## src/rtl/ltrig_pkg.sv

```systemverilog
package ltrig_pkg;

  typedef struct packed {
    logic layer_en;
    logic pretrig_en;
  } gate_t;

  function automatic logic gate_open(input gate_t g);
    return g.layer_en & g.pretrig_en;
  endfunction

endpackage

```

## src/rtl/ltrig_rst_sync.sv

```systemverilog
module ltrig_rst_sync #(
  parameter int STAGES = 2
) (
  input  logic clk,
  input  logic rst_n_i,
  output logic rst_n_o
);

  logic [STAGES-1:0] sync_q;
  logic [STAGES-1:0] sync_d;

  always_comb begin
    sync_d = {sync_q[STAGES-2:0], 1'b1};
  end

  always_ff @(posedge clk or negedge rst_n_i) begin
    if (!rst_n_i) sync_q <= '0;
    else          sync_q <= sync_d;
  end

  assign rst_n_o = sync_q[STAGES-1];

endmodule

```

## src/rtl/ltrig_layer_or.sv

```systemverilog
module ltrig_layer_or #(
  parameter int NLAYERS = 6,
  parameter int STRIPS  = 32,
  localparam int BUS_W  = NLAYERS * STRIPS
) (
  input  logic [BUS_W-1:0]   hits_i,
  output logic [NLAYERS-1:0] layer_hit_o
);

  for (genvar l = 0; l < NLAYERS; l++) begin : g_layer
    assign layer_hit_o[l] = |hits_i[l*STRIPS +: STRIPS];
  end

endmodule

```

## src/rtl/ltrig_popcount.sv

```systemverilog
module ltrig_popcount #(
  parameter int NLAYERS = 6,
  parameter int CNT_W   = $clog2(NLAYERS + 1)
) (
  input  logic [NLAYERS-1:0] layer_hit_i,
  output logic [CNT_W-1:0]   count_o
);

  always_comb begin
    count_o = '0;
    for (int l = 0; l < NLAYERS; l++) begin
      count_o = count_o + CNT_W'(layer_hit_i[l]);
    end
  end

endmodule

```

## src/rtl/ltrig_decide.sv

```systemverilog
module ltrig_decide
  import ltrig_pkg::*;
#(
  parameter int CNT_W = 3
) (
  input  logic             clk,
  input  logic             rst_n,
  input  logic [CNT_W-1:0] count_i,
  input  logic [CNT_W-1:0] thresh_i,
  input  gate_t            gate_i,
  output logic             trig_next_o,
  output logic [CNT_W-1:0] count_o,
  output logic             trig_o
);

  logic [CNT_W-1:0] count_d;
  logic             trig_d;

  always_comb begin
    count_d = count_i;
    trig_d  = gate_open(gate_i) & (thresh_i != '0) & (count_i >= thresh_i);
  end

  always_ff @(posedge clk or negedge rst_n) begin
    if (!rst_n) begin
      count_o <= '0;
      trig_o  <= 1'b0;
    end else begin
      count_o <= count_d;
      trig_o  <= trig_d;
    end
  end

  assign trig_next_o = trig_d;

endmodule

```

## src/rtl/ltrig_counter.sv

```systemverilog
module ltrig_counter #(
  parameter int TOT_W = 32
) (
  input  logic             clk,
  input  logic             rst_n,
  input  logic             inc_i,
  input  logic             clr_i,
  output logic [TOT_W-1:0] total_o
);

  logic [TOT_W-1:0] total_d;
  logic             total_en;
  logic             at_max;

  always_comb begin
    at_max   = &total_o;
    total_en = clr_i | (inc_i & ~at_max);
    if (clr_i) total_d = '0;
    else       total_d = total_o + TOT_W'(1);
  end

  always_ff @(posedge clk or negedge rst_n) begin
    if (!rst_n)        total_o <= '0;
    else if (total_en) total_o <= total_d;
  end

endmodule

```

## src/rtl/layer_coinc_trig.sv

```systemverilog
module layer_coinc_trig
  import ltrig_pkg::*;
#(
  parameter int NLAYERS = 6,
  parameter int STRIPS  = 32,
  parameter int TOT_W   = 32,
  localparam int BUS_W  = NLAYERS * STRIPS,
  localparam int CNT_W  = $clog2(NLAYERS + 1)
) (
  input  logic             clk,
  input  logic             rst_n,
  input  logic [BUS_W-1:0] hits_i,
  input  logic             trig_en_i,
  input  logic             pretrig_en_i,
  input  logic [CNT_W-1:0] thresh_i,
  input  logic             cnt_clr_i,
  output logic [CNT_W-1:0] layer_cnt_o,
  output logic             trig_o,
  output logic [TOT_W-1:0] trig_total_o
);

  logic               rst_n_s;
  logic [NLAYERS-1:0] layer_hit;
  logic [CNT_W-1:0]   layer_sum;
  logic               trig_next;
  gate_t              gate;

  assign gate.layer_en   = trig_en_i;
  assign gate.pretrig_en = pretrig_en_i;

  ltrig_rst_sync #(.STAGES(2)) u_rst (
    .clk     (clk),
    .rst_n_i (rst_n),
    .rst_n_o (rst_n_s)
  );

  ltrig_layer_or #(.NLAYERS(NLAYERS), .STRIPS(STRIPS)) u_or (
    .hits_i      (hits_i),
    .layer_hit_o (layer_hit)
  );

  ltrig_popcount #(.NLAYERS(NLAYERS), .CNT_W(CNT_W)) u_pop (
    .layer_hit_i (layer_hit),
    .count_o     (layer_sum)
  );

  ltrig_decide #(.CNT_W(CNT_W)) u_dec (
    .clk         (clk),
    .rst_n       (rst_n_s),
    .count_i     (layer_sum),
    .thresh_i    (thresh_i),
    .gate_i      (gate),
    .trig_next_o (trig_next),
    .count_o     (layer_cnt_o),
    .trig_o      (trig_o)
  );

  ltrig_counter #(.TOT_W(TOT_W)) u_cnt (
    .clk     (clk),
    .rst_n   (rst_n_s),
    .inc_i   (trig_next),
    .clr_i   (cnt_clr_i),
    .total_o (trig_total_o)
  );

endmodule

```

## config.mk

```make
export PLATFORM = sky130hd
export DESIGN_NAME = layer_coinc_trig
export DESIGN_NICKNAME = d
export VERILOG_FILES = /design/src/rtl/ltrig_pkg.sv /design/src/rtl/ltrig_rst_sync.sv /design/src/rtl/ltrig_layer_or.sv /design/src/rtl/ltrig_popcount.sv /design/src/rtl/ltrig_decide.sv /design/src/rtl/ltrig_counter.sv /design/src/rtl/layer_coinc_trig.sv
export SDC_FILE = /design/constraint.sdc
export NUM_CORES = 1
export LEC_CHECK = 0
export BUFFER_PORTS_ARGS = -buffer_cell sky130_fd_sc_hd__clkbuf_2
export CAP_MARGIN = 20
export CORE_MARGIN = 5
export CORE_UTILIZATION = 36
export CTS_BUF_LIST = sky130_fd_sc_hd__clkbuf_8
export CTS_CLUSTER_DIAMETER = 120
export DETAILED_ROUTE_END_ITERATION = 8
export PLACE_DENSITY = 0.8
export SLEW_MARGIN = 20
export SYNTH_ARGS = -nofsm -noshare
export SYNTH_HDL_FRONTEND = slang
export SYNTH_SLANG_ARGS = --single-unit
export TNS_END_PERCENT = 100
```

## constraint.sdc

```tcl
create_clock -name clk -period 1.1 [get_ports clk]
set_input_delay 0.33 -clock clk [delete_from_list [all_inputs] [get_ports clk]]
set_output_delay 0.33 -clock clk [all_outputs]
set_load 0.005 [all_outputs]
```

[Word level (Yosys, flattened, before mapping)]
Cells that the tools add are included.
Word-level totals
  bits in latches: 0
  memory bits (writable): 0
  bits in read-only memories: 0
  logic and storage cells: 26
  input bits: 200
  register bits after elaboration: 38
  output and inout port bits: 36
  memories: 0
Operators by class
  magnitude comparators: 1
  muxes and demuxes: 1
  divide/modulo/power cells: 0
  bitwise operators: 6
  add/sub/neg operators: 6
  $mul: 0
  equality and inequality tests: 0
  reductions and logical operators: 8
  shift-type cells: 0
Operators with widths (count)
  32-bit OR reduction: 6
  32-bit by 1-bit adder with 32-bit output (second input constant): 1
  32-bit two-way mux: 1
  32-bit AND reduction: 1
  3-bit by 1-bit adder with 3-bit output: 4
  1-bit bitwise AND: 4
  3-bit >= comparator: 1
  3-bit nonzero test: 1
  1-bit by 1-bit adder with 2-bit output: 1
  1-bit NOT: 1
  1-bit bitwise OR: 1

[Depth between registers and ports, before layout]
Gate-level depths: netlist (run 1).
  depth in word-level cells: 10
  depth in mapped cells: 19
  depth with buffers taken out: 17

[Hierarchy]
From an unflattened synthesis (run 1), not the netlist that was laid out.
Second synthesis, totals
  cells, all modules: 286
  area total of the unflattened synthesis: 2651.3 µm²
By module, submodules not included
  ltrig_counter: cells each 190, area each 1865.5 µm², instances 1
  ltrig_layer_or: cells each 66, area each 450.4 µm², instances 1
  ltrig_decide: cells each 15, area each 178.9 µm², instances 1
  ltrig_popcount: cells each 12, area each 102.6 µm², instances 1
  ltrig_rst_sync: cells each 3, area each 53.8 µm², instances 1

[Least setup slack after synthesis (run 1)]
Ideal clock, no wire load.
  path kind: input -> register
  from: input port hits_i[2]
  to: register u_cnt.total_o[3]
  path slack: -3.245 ns
  arrival time: 4.267 ns
  path buffers: 1
  stages: 18
  library setup time: 0.078 ns
  cells stage by stage: nor4_1 nand4_1 or2_2 ha_1 inv_1 fa_1 inv_1 fa_1 inv_1 fa_1 inv_1 ha_1 nand2_1 o21ai_2 nand4_2 buf_2 or4_2 a21oi_1
Between the ends
  longest elaborated chain between the ends: 10
RTL lines
  from (decl): RTL line layer_coinc_trig.sv:12  | input logic [BUS_W-1:0] hits_i,
  32-bit OR reduction: RTL line ltrig_layer_or.sv:11  | assign layer_hit_o[l] = |hits_i[l*STRIPS +: STRIPS];
  1-bit by 1-bit adder with 2-bit output: RTL line ltrig_popcount.sv:12  | count_o = count_o + CNT_W'(layer_hit_i[l]);
  3-bit by 1-bit adder with 3-bit output (4 in a row): RTL line ltrig_popcount.sv:12
  named net layer_sum[1]: RTL line layer_coinc_trig.sv:24  | logic [CNT_W-1:0] layer_sum;
  3-bit >= comparator: RTL line ltrig_decide.sv:21  | trig_d = gate_open(gate_i) & (thresh_i != '0) & (count_i >= thresh_i);
  1-bit bitwise AND: RTL line ltrig_decide.sv:21
  1-bit bitwise AND: RTL line ltrig_counter.sv:17  | total_en = clr_i | (inc_i & ~at_max);
  1-bit bitwise OR: RTL line ltrig_counter.sv:17
  to (signal assigned): RTL line ltrig_counter.sv:24  | else if (total_en) total_o <= total_d;
  to (decl): RTL line ltrig_counter.sv:8  | output logic [TOT_W-1:0] total_o
The timed path passes the listed nets, and every way through them passes these cells.
A chain may end at the register's enable or synchronous reset.

[Worst setup path in the final report (run 1)]
  from: input port hits_i[2]
  to: register u_cnt.total_o[0]
Same word-level chain as after synthesis.

==> results.toml, run 1 <==
[sta]
setup_ws_ps = -3020
rsz0062_at_grt = "yes"
tightest_slew_ps = 581
fin_skew_ps = 8.90
min_period_ps = 4120
finalSetupViolCount = 70
drv_slew = 0
slew_headroom = 0.609
min_period_over_period = 3.75
hold_viol_final = 0
timing.hold.ws_ps = 226
fin_setup_tns_ps = -106520
fmax_ghz = 0.243

[grt]
grt_start_max_net_pins = 37
grt.overflow.total = 0
grt_pass1_wl_um = 21600
grt_use_total = 0.305
grt_pass1_vias = 4324
antenna_found_initial = 0

[setup_path]
crit_family = "adder cells"
crit_type = "in -> reg"
cp-start-kind = "primary input"
cp_data_required_time_ps = 1270
crit_arrival_ps = 4290
crit_buf_inv = 9
cp_slowest_cell = "fa_1"
cp_cell_sequence = "clkbuf_2 -> nor4_2 -> nand4_1 -> or2_4 -> ha_4 -> inv_2 -> fa_1 -> inv_2 -> fa_2 -> inv_2 -> fa_1 -> inv_2 -> ha_4 -> nand2_4 -> o21ai_4 -> buf_4 -> buf_6 -> buf_6 -> buf_6 -> nand2_2 -> nor2_4 -> mux2_4"
slowest_delay_ps = 480
worst_setup_path_end_kind = "flip-flop"
path_max_fanout = 5
cpMostUsedCell = "inv_2"

[power]
clkPwrFrac = 0.311
pwr-share-seq = 0.439
power_leakage_nw = 2.71
power_density_nw_per_um2 = 557
pwr-share-comb = 0.249
p_int_mw = 2.33
p_total_mw = 3.21
switching_share = 0.275
switching_power_mw = 0.883
ir_worst_vdd_mv = 0.455

[routing]
drt-total-wl_um = 17300
wire_per_inst_um = 23.5
firstDrtPassIters = 5
dr_total_vias = 4418
first_iter_violations = 411
ant_nets = 0
drc = 0
viasPerCell = 6.00

[cells_and_area]
antenna_cells = 0
synthToLayoutAreaGrowth_pct = 114
drive_above_1_share = 0.692
final_nets = 845
fin_cells = 736

[synthesis]
synth_top_cell_by_area = "dfrtp_1"
synthCells = 300
yosysMostFrequentCell = "nor4_1"
synth_commonest_cells = "54 x nor4_1, 38 x dfrtp_1, 23 x a21oi_1"
async_flop_share = 1.00
synth_ff_type = "dfrtp_1"
syn_nets = 508
synth_warnings = 0
netlist_area_sq_um = 2690
ys_ff_latch = 38
syn_area_per_cell_sq_um = 8.96
yosysTopAreaCellShare = 0.354
yosysSeqAreaShare = 0.354
synth_edf_count = 0
yosys-top-cells-area = "dfrtp_1 35%, nor4_1 13%, o31ai_1 4.7%"
synth_cell_type_count = 43

[floorplanning]
die_x_um = 96.4
initial_core_util = 0.371
ios = 236
fp.dieH_um = 96.4
rows = 31
dieArea_sq_um = 9300
fp.coreArea_sq_um = 7250

[flow_run]
cap_violations = 0

[placed_design]
io_buffers = 235
pre_cts_ws_ps = -3220
routabilityCongestion = 1.01
dpl.hpwl_um = 10800
placed_cells = 701

[cts]
root_buffer = "clkbuf_8"
cts_tree = "yes"
cts.reportedPaths.clkPinSlew_ps = 80
cts_buffers = 5
clkLatencyLatePin_ps = 300
clock-sinks = 38
clk_path_buf_depth = 2
htreeDepth = 2

[run_status]
run_status = "finished with violations"
violations = "negative setup slack"

[worst_hold_path]
holdCritPathClass = "reg -> async"
cells by family (layout without fill, tap and decap cells):
kind of cell,count (synthesis),count (layout),synth area share
buf+inv,26,363,0.0409
simple gates,167,167,0.395
mux,9,9,0.0386
compound gates,51,51,0.125
flops,38,38,0.354
fa+ha+maj,8,8,0.0456
other cells,1,1,0.00139
cell type report:
cell class                 instances  area, sq um
multi-input combinational        236         2210
sequential                        38          952
clock inverter                     1         3.75
tap                               99          124
inverter                          17         63.8
timing repair buffer             339         2330
clock buffer                       6         82.6
fill                             413         1490
timing repair:
item,CTS,global route
endpoints found under the setup margin,69,71
gates cloned,1,1
hold endpoints to repair,2,0
pin swaps,4,21
hold buffers,1,0
resized for setup,64,90
setup buffers,11,26
worst paths after layout:
path,cells after the start,startpoint,to,slack (ps)
max in group asynchronous,2,rst_n,u_rst.sync_q[1],630
hold / removal,1,u_rst.sync_q[1],u_cnt.total_o[29],230
min in group clk,0,u_rst.sync_q[0],u_rst.sync_q[1],380
hold reg to reg,1,u_rst.sync_q[1],u_cnt.total_o[29],230
setup / recovery,22,hits_i[2],u_cnt.total_o[0],-3020
setup reg to reg,6,u_cnt.total_o[20],u_cnt.total_o[2],-1310
state kept, by name, summed over array words and instances, names as in the netlist:
register and cells:
u_dec.trig_o 1, u_dec.count_o 3, u_rst.sync_q 2, u_cnt.total_o 32
metal layers:
metal / track usage / routed length (um) / vias to the layer above
met5: 0 / 0 / -
met4: 0.136 / 999 / 0
met3: 0.0511 / 1530 / 107
met2: 0.546 / 8920 / 367
met1: 0.355 / 5840 / 2073
li1: - / - / 1871
layout by cell type, fill, tap and decap left out, types with 9 or more instances in the layout:
cell	instances
buf_4	59
nor2_1	14
nand3_1	9
nor4_4	18
nor4_1	32
buf_6	63
a21oi_1	9
inv_1	13
nand2_1	13
or4_4	10
o31ai_1	9
dfrtp_1	37
clkbuf_2	210
a21oi_2	14
nor2b_1	10
nand4_1	17
power groups by stage:
stage | clock, mW | combinational (mW) | sequential [mW]
final | 1.00 | 0.801 | 1.41
after CTS | 0.992 | 0.658 | 1.41
after detailed placement | 0 | 0.619 | 1.44
after global placement | 0 | 0.600 | 1.44
after floorplan | 0 | 0.111 | 1.46
after global routing | 1.04 | 0.841 | 1.41
per-stage QoR:
| stage | instance area, sq um | util |
|---|---|---|
| 2_1_floorplan | 2890 | - |
| 3_3_place_gp | 4750 | 0.655 |
| 3_5_place_dp | 4750 | 0.655 |
| 4_1_cts | 5220 | 0.719 |
| 5_1_grt | 5770 | 0.795 |
| 6_report | 5770 | 0.795 |
Note: power is estimated with default switching activity, not from simulation.
==> run 2, diff against run 1 <==
ABC_AREA = 1   (was not set)
CORE_UTILIZATION = 37   (was 36)
==> run 2 against run 1 <==
Net effect:
- the flow still finishes with violations (negative setup slack)
- cell count increased by 22%
- final area increased by 2.6%
- register-to-register slack improved by 490 ps
- count of clock-buffer cells in the layout increased by 2
- critical endpoint is now u_cnt.total_o[17]
- clock power increased by 21%
- synthesized area increased by 9.4%
- first-iteration DRC count increased by 51%
- highest routed layer unchanged
- clock skew decreased by 3.1 ps
- critical path type unchanged
==> results.toml, run 2 <==
[setup_path]
cp_slowest_cell = "fa_1"
slowest_delay_ps = 470
cp-start-kind = "primary input"
cpMostUsedCell = "inv_2"
crit-reg2reg-launch = "u_cnt.total_o[17]"
cp_data_required_time_ps = 1290
worst_setup_path_end_kind = "flip-flop"
r2r-end = "u_cnt.total_o[17]"
path_max_fanout = 14
r2r_cells = 10
crit_arrival_ps = 3940
cp_cell_sequence = "clkbuf_2 -> nor4_4 -> nand4_1 -> or2_4 -> ha_4 -> inv_2 -> fa_1 -> inv_1 -> fa_2 -> inv_2 -> fa_1 -> inv_2 -> ha_4 -> nand3_2 -> nand3_2 -> nand2_2 -> inv_2 -> nand2_4 -> nand2_8 -> clkinv_4 -> nand2_1 -> nand2_1"
crit_type = "in -> reg"
r2r_slack_ps = -820

[sta]
drv_slew = 0
hold_viol_final = 0
setup_ws_ps = -2650
min_period_over_period = 3.41
fin_skew_ps = 5.79
min_period_ps = 3750
fmax_ghz = 0.267
fin_setup_tns_ps = -95350
finalSetupViolCount = 72
rsz0062_at_grt = "yes"

[floorplanning]
fp.coreArea_sq_um = 7730
dieArea_sq_um = 9840
initial_core_util = 0.381
die_x_um = 99.2
rows = 32
fp.dieH_um = 99.2
ios = 236

[synthesis]
yosys-top-cells-area = "dfrtp_1 32%, nand2_1 19%, nor4_1 10%"
synth_commonest_cells = "152 x nand2_1, 58 x nor2_1, 48 x nor4_1, 38 x dfrtp_1, 33 x inv_1"
synth_top_cell_by_area = "dfrtp_1"
async_flop_share = 1.00
synth_edf_count = 0
synthCells = 442
yosysTopAreaCellShare = 0.323
syn_area_per_cell_sq_um = 6.66
synth_ff_type = "dfrtp_1"
netlist_area_sq_um = 2940
synth_cell_type_count = 28
syn_nets = 650
synth_warnings = 0
yosysMostFrequentCell = "nand2_1"
yosysSeqAreaShare = 0.323
ys_ff_latch = 38

[run_status]
violations = "negative setup slack"
run_status = "finished with violations"

[grt]
grt_pass1_wl_um = 25300
antenna_found_initial = 0
grt_start_max_net_pins = 37
grt_pass1_vias = 4898
grt_use_total = 0.330
grt.overflow.total = 0

[power]
power_leakage_nw = 3.07
p_total_mw = 3.45
ir_worst_vdd_mv = 0.502
power_density_nw_per_um2 = 583

[cts]
root_buffer = "clkbuf_8"
clk_path_buf_depth = 2
clock-sinks = 38
clkLatencyLatePin_ps = 310
cts_buffers = 5
cts.reportedPaths.clkPinSlew_ps = 90
cts_tree = "yes"
htreeDepth = 2

[cells_and_area]
drive_above_1_share = 0.553
antenna_cells = 0
largest_reg_flops = 32
final_cell_mix = "216 x clkbuf_2, 128 x nand2_1, 75 x buf_4"
final_common_cell = "clkbuf_2"
synthToLayoutAreaGrowth_pct = 101
final_nets = 1004
design_area_sq_um = 5920
top_register = "u_cnt.total_o"
top_regs = "u_cnt.total_o: 32 flops, u_dec.count_o: 3 flops, u_rst.sync_q: 2 flops"

[routing]
firstDrtPassIters = 7
wire_per_inst_um = 20.7
drc = 0
viasPerCell = 5.61
first_iter_violations = 622
drt-total-wl_um = 18600
dr_total_vias = 5047
ant_nets = 0

[placed_design]
routabilityCongestion = 1.14
placed_area_sq_um = 5080
io_buffers = 235
dpl.hpwl_um = 13100

[flow_run]
cap_violations = 0

[worst_hold_path]
holdCritPathClass = "reg -> async"
[run 2: worst max path at each step]
stage	start	to	slack, ps	cells past startpoint
CTS	hits_i[58]	u_cnt.total_o[7]	-2550	22
global placement	hits_i[57]	u_cnt.total_o[31]	-2880	22
floorplan	hits_i[29]	u_cnt.total_o[14]	-2500	21
finish	hits_i[41]	u_cnt.total_o[17]	-2650	22
detailed placement	hits_i[57]	u_cnt.total_o[7]	-2980	22
global route	hits_i[57]	u_cnt.total_o[29]	-2810	22
[run 2: layout make-up]
cell class | count | area (sq um)
Clock buffer | 8 | 110
Fill cell | 521 | 1810
Inverter | 34 | 140
Multi-Input combinational cell | 362 | 2160
Sequential cell | 38 | 952
Tap cell | 102 | 128
Timing Repair Buffer | 353 | 2400
Timing Repair inverter | 2 | 25.0
[run 2: per-layer routing]
layer,wire (um),up-vias,track usage
li1,-,2198,-
met1,6730,2291,0.419
met2,8990,427,0.567
met3,1870,131,0.0694
met4,1030,0,0.0903
met5,0,-,0
[run 2: worst max-delay path: cells and delay by family]
family,cells,cell delay [ps]
adders and majority gates,5,1620
and+or+nand+nor,10,1350
buffers and inverters,7,610
[run 2: report_power, final]
part	switching, mW	internal, mW	leakage [nW]
Clock	0.571	0.635	0.0575
Combinational	0.406	0.424	2.50
Sequential	0.00653	1.40	0.514
Total	0.983	2.46	3.07
[run 2: cells by family (layout without fill, tap and decap cells)]
logic type,after synthesis,after routing,synth area share
compound gates,16,16,0.0289
flops,38,38,0.323
simple gates,327,327,0.514
other cells,1,1,0.00127
buf+inv,42,397,0.0616
xor+xnor,10,10,0.0298
fa+ha+maj,8,8,0.0417
[run 2: through the flow]
stage / hold slack (ps) / std cells / utilization / setup slack [ps]
after floorplan: 34.4 / 442 / - / -2500
after global placement: 116 / 862 / 0.657 / -2880
after detailed placement: 121 / 862 / 0.657 / -2980
after CTS: 245 / 878 / 0.711 / -2550
after global routing: 267 / 899 / 0.766 / -2810
final: 236 / 899 / 0.766 / -2650
[run 2: repair_timing]
| action | in CTS | in global routing |
|---|---|---|
| hold endpoints to repair | 2 | 0 |
| gates cloned | 2 | 3 |
| hold buffers | 1 | 0 |
| buffers inserted | 12 | 31 |
| pin swaps | 7 | 8 |
| setup endpoints to repair | 72 | 72 |
| gates resized for setup | 51 | 71 |
==> run 3, diff against run 2 <==
PLACE_DENSITY = not set   (was 0.8)
PLACE_DENSITY_LB_ADDON = 0.1   (was not set)
RECOVER_POWER = 50   (was not set)
==> run 3 against run 2 <==
Net effect:
- the run still ends with negative setup slack left
- register-to-register slack gained 200 ps
- clock power shrank 17%
- global-route usage shrank 7.4 points
- routed wire length shrank 28%
- non-clock buffer count shrank 10
- first-iteration DRC count shrank 69%
- maximum frequency grew 5.8%
- sequential share of layout area grew 0.55 points
- largest cell class unchanged
- largest power group unchanged
- highest routed layer unchanged
==> results.toml, run 3 (synthesis results as in run 2) <==
[grt]
grt.overflow.total = 0
antenna_found_initial = 0
grt_use_total = 0.256
grt_start_max_net_pins = 37
grt_pass1_vias = 4398
grt_pass1_wl_um = 20600

[routing]
firstDrtPassIters = 4
ant_nets = 0
wire_per_inst_um = 15.2
route.met3.wl_um = 884
drt-total-wl_um = 13400
dr_total_vias = 4327
top_layer_used = "met4"
viasPerCell = 4.88
first_iter_violations = 194
dr_wl_met2_um = 7260
wl_met1_um = 5120
drc = 0

[cells_and_area]
final_util = 0.741
final_nets = 992
final_cell_mix = "213 x clkbuf_2, 139 x nand2_1, 69 x buf_4"
synthToLayoutAreaGrowth_pct = 94.7
top_register = "u_cnt.total_o"
drive_above_1_share = 0.530
top_regs = "u_cnt.total_o: 32 flops, u_dec.count_o: 3 flops, u_rst.sync_q: 2 flops"
fillerInstances = 633
design_area_sq_um = 5730
largest_reg_flops = 32
final_common_cell = "clkbuf_2"
antenna_cells = 0

[floorplanning]
fp.dieH_um = 99.2
ios = 236
dieArea_sq_um = 9840
die_x_um = 99.2
initial_core_util = 0.381
rows = 32
fp.coreArea_sq_um = 7730

[power]
power_leakage_nw = 2.94
ir_worst_vdd_mv = 0.491
p_int_mw = 2.30
pwr-share-seq = 0.447
switching_power_mw = 0.855
pwr-share-comb = 0.235
p_total_mw = 3.16
power_density_nw_per_um2 = 551
switching_share = 0.271
clkPwrFrac = 0.318

[worst_hold_path]
holdCritPathClass = "reg -> async"

[sta]
fin_skew_ps = 6.48
finalSetupViolCount = 72
hold_viol_final = 0
fmax_ghz = 0.282
drv_slew = 0
min_period_over_period = 3.22
min_period_ps = 3540
setup_ws_ps = -2440
tightest_slew_ps = 529
rsz0062_at_grt = "yes"
fin_setup_tns_ps = -88540
slew_headroom = 0.647

[cts]
cts_tree = "yes"
clk_path_buf_depth = 2
cts_buffers = 5
cts.reportedPaths.clkPinSlew_ps = 80
clock-sinks = 38
root_buffer = "clkbuf_8"
htreeDepth = 2
clkLatencyLatePin_ps = 290

[run_status]
run_status = "finished with violations"
violations = "negative setup slack"

[setup_path]
crit_type = "in -> reg"
worst_setup_path_end_kind = "flip-flop"
crit_arrival_ps = 3720
cp_data_required_time_ps = 1280
cp-start-kind = "primary input"
path_max_fanout = 7

[flow_run]
cap_violations = 0

[placed_design]
pre_cts_ws_ps = -2910
dpl.hpwl_um = 10900
routabilityCongestion = 0.967
io_buffers = 235
placed_area_sq_um = 5070
[run 3: path summary, 6_finish.rpt]
kind                                  start                end  slack, ps  depth (start not counted)
max                              hits_i[33]   u_cnt.total_o[4]      -2440                         22
min                         u_rst.sync_q[1]  u_cnt.total_o[21]        360                          1
max reg2reg                u_cnt.total_o[0]   u_cnt.total_o[4]       -620                         11
min reg2reg                 u_rst.sync_q[1]  u_cnt.total_o[21]        360                          1
max in group asynchronous   u_rst.sync_q[1]   u_cnt.total_o[6]        350                          1
min in group clk            u_rst.sync_q[0]    u_rst.sync_q[1]        370                          0
[run 3: per-stage QoR]
stage | hold slack [ps] | std cells
after floorplan | 34.4 | 442
after global placement | 116 | 863
after detailed placement | 122 | 863
after CTS | 247 | 879
after global routing | 378 | 887
final | 357 | 887
[run 3: power groups by stage]
| stage | clock network [mW] | logic, mW | registers [mW] |
|---|---|---|---|
| after floorplan | 0 | 0.154 | 1.46 |
| after global placement | 0 | 0.622 | 1.44 |
| after detailed placement | 0 | 0.636 | 1.44 |
| after CTS | 1.03 | 0.691 | 1.41 |
| after global routing | 1.10 | 0.804 | 1.41 |
| final | 1.00 | 0.740 | 1.41 |
[run 3: layout make-up]
type	count	area [sq um]	area share
Timing Repair Buffer	343	2280	0.398
Multi-Input combinational cell	362	2140	0.373
Sequential cell	38	953	0.166
Inverter	34	140	0.0245
Tap cell	102	128	0.0223
Clock buffer	6	82.6	0.0144
Clock inverter	2	8.76	0.00153
[run 3: what timing repair did]
action | CTS | global route
hold endpoints to repair | 2 | 0
pin swaps | 10 | 11
setup endpoints to repair | 72 | 72
setup buffers | 13 | 19
resized for setup | 45 | 63
hold buffers | 1 | 0
gates cloned | 1 | 0
[run 3: critical path, cell delays in order]
cell      delay [ps]
clkbuf_2         100
nor4_4           270
nand4_1          110
or2_4            280
ha_4             260
inv_2             30
fa_1             490
inv_2             40
fa_2             330
inv_2             60
fa_1             420
inv_2             90
ha_4             210
nand3_2           60
nand3_2           70
nand2_2           80
inv_2             50
nand2_4           80
nand2_8           90
buf_8            170
nand2_4           50
nand2_2           40
[run 3: routing by layer]
layer	vias to the layer above	global-route usage
met4	0	0.0599
met5	-	0
met3	14	0.0491
met2	167	0.470
met1	1976	0.308
li1	2170	-
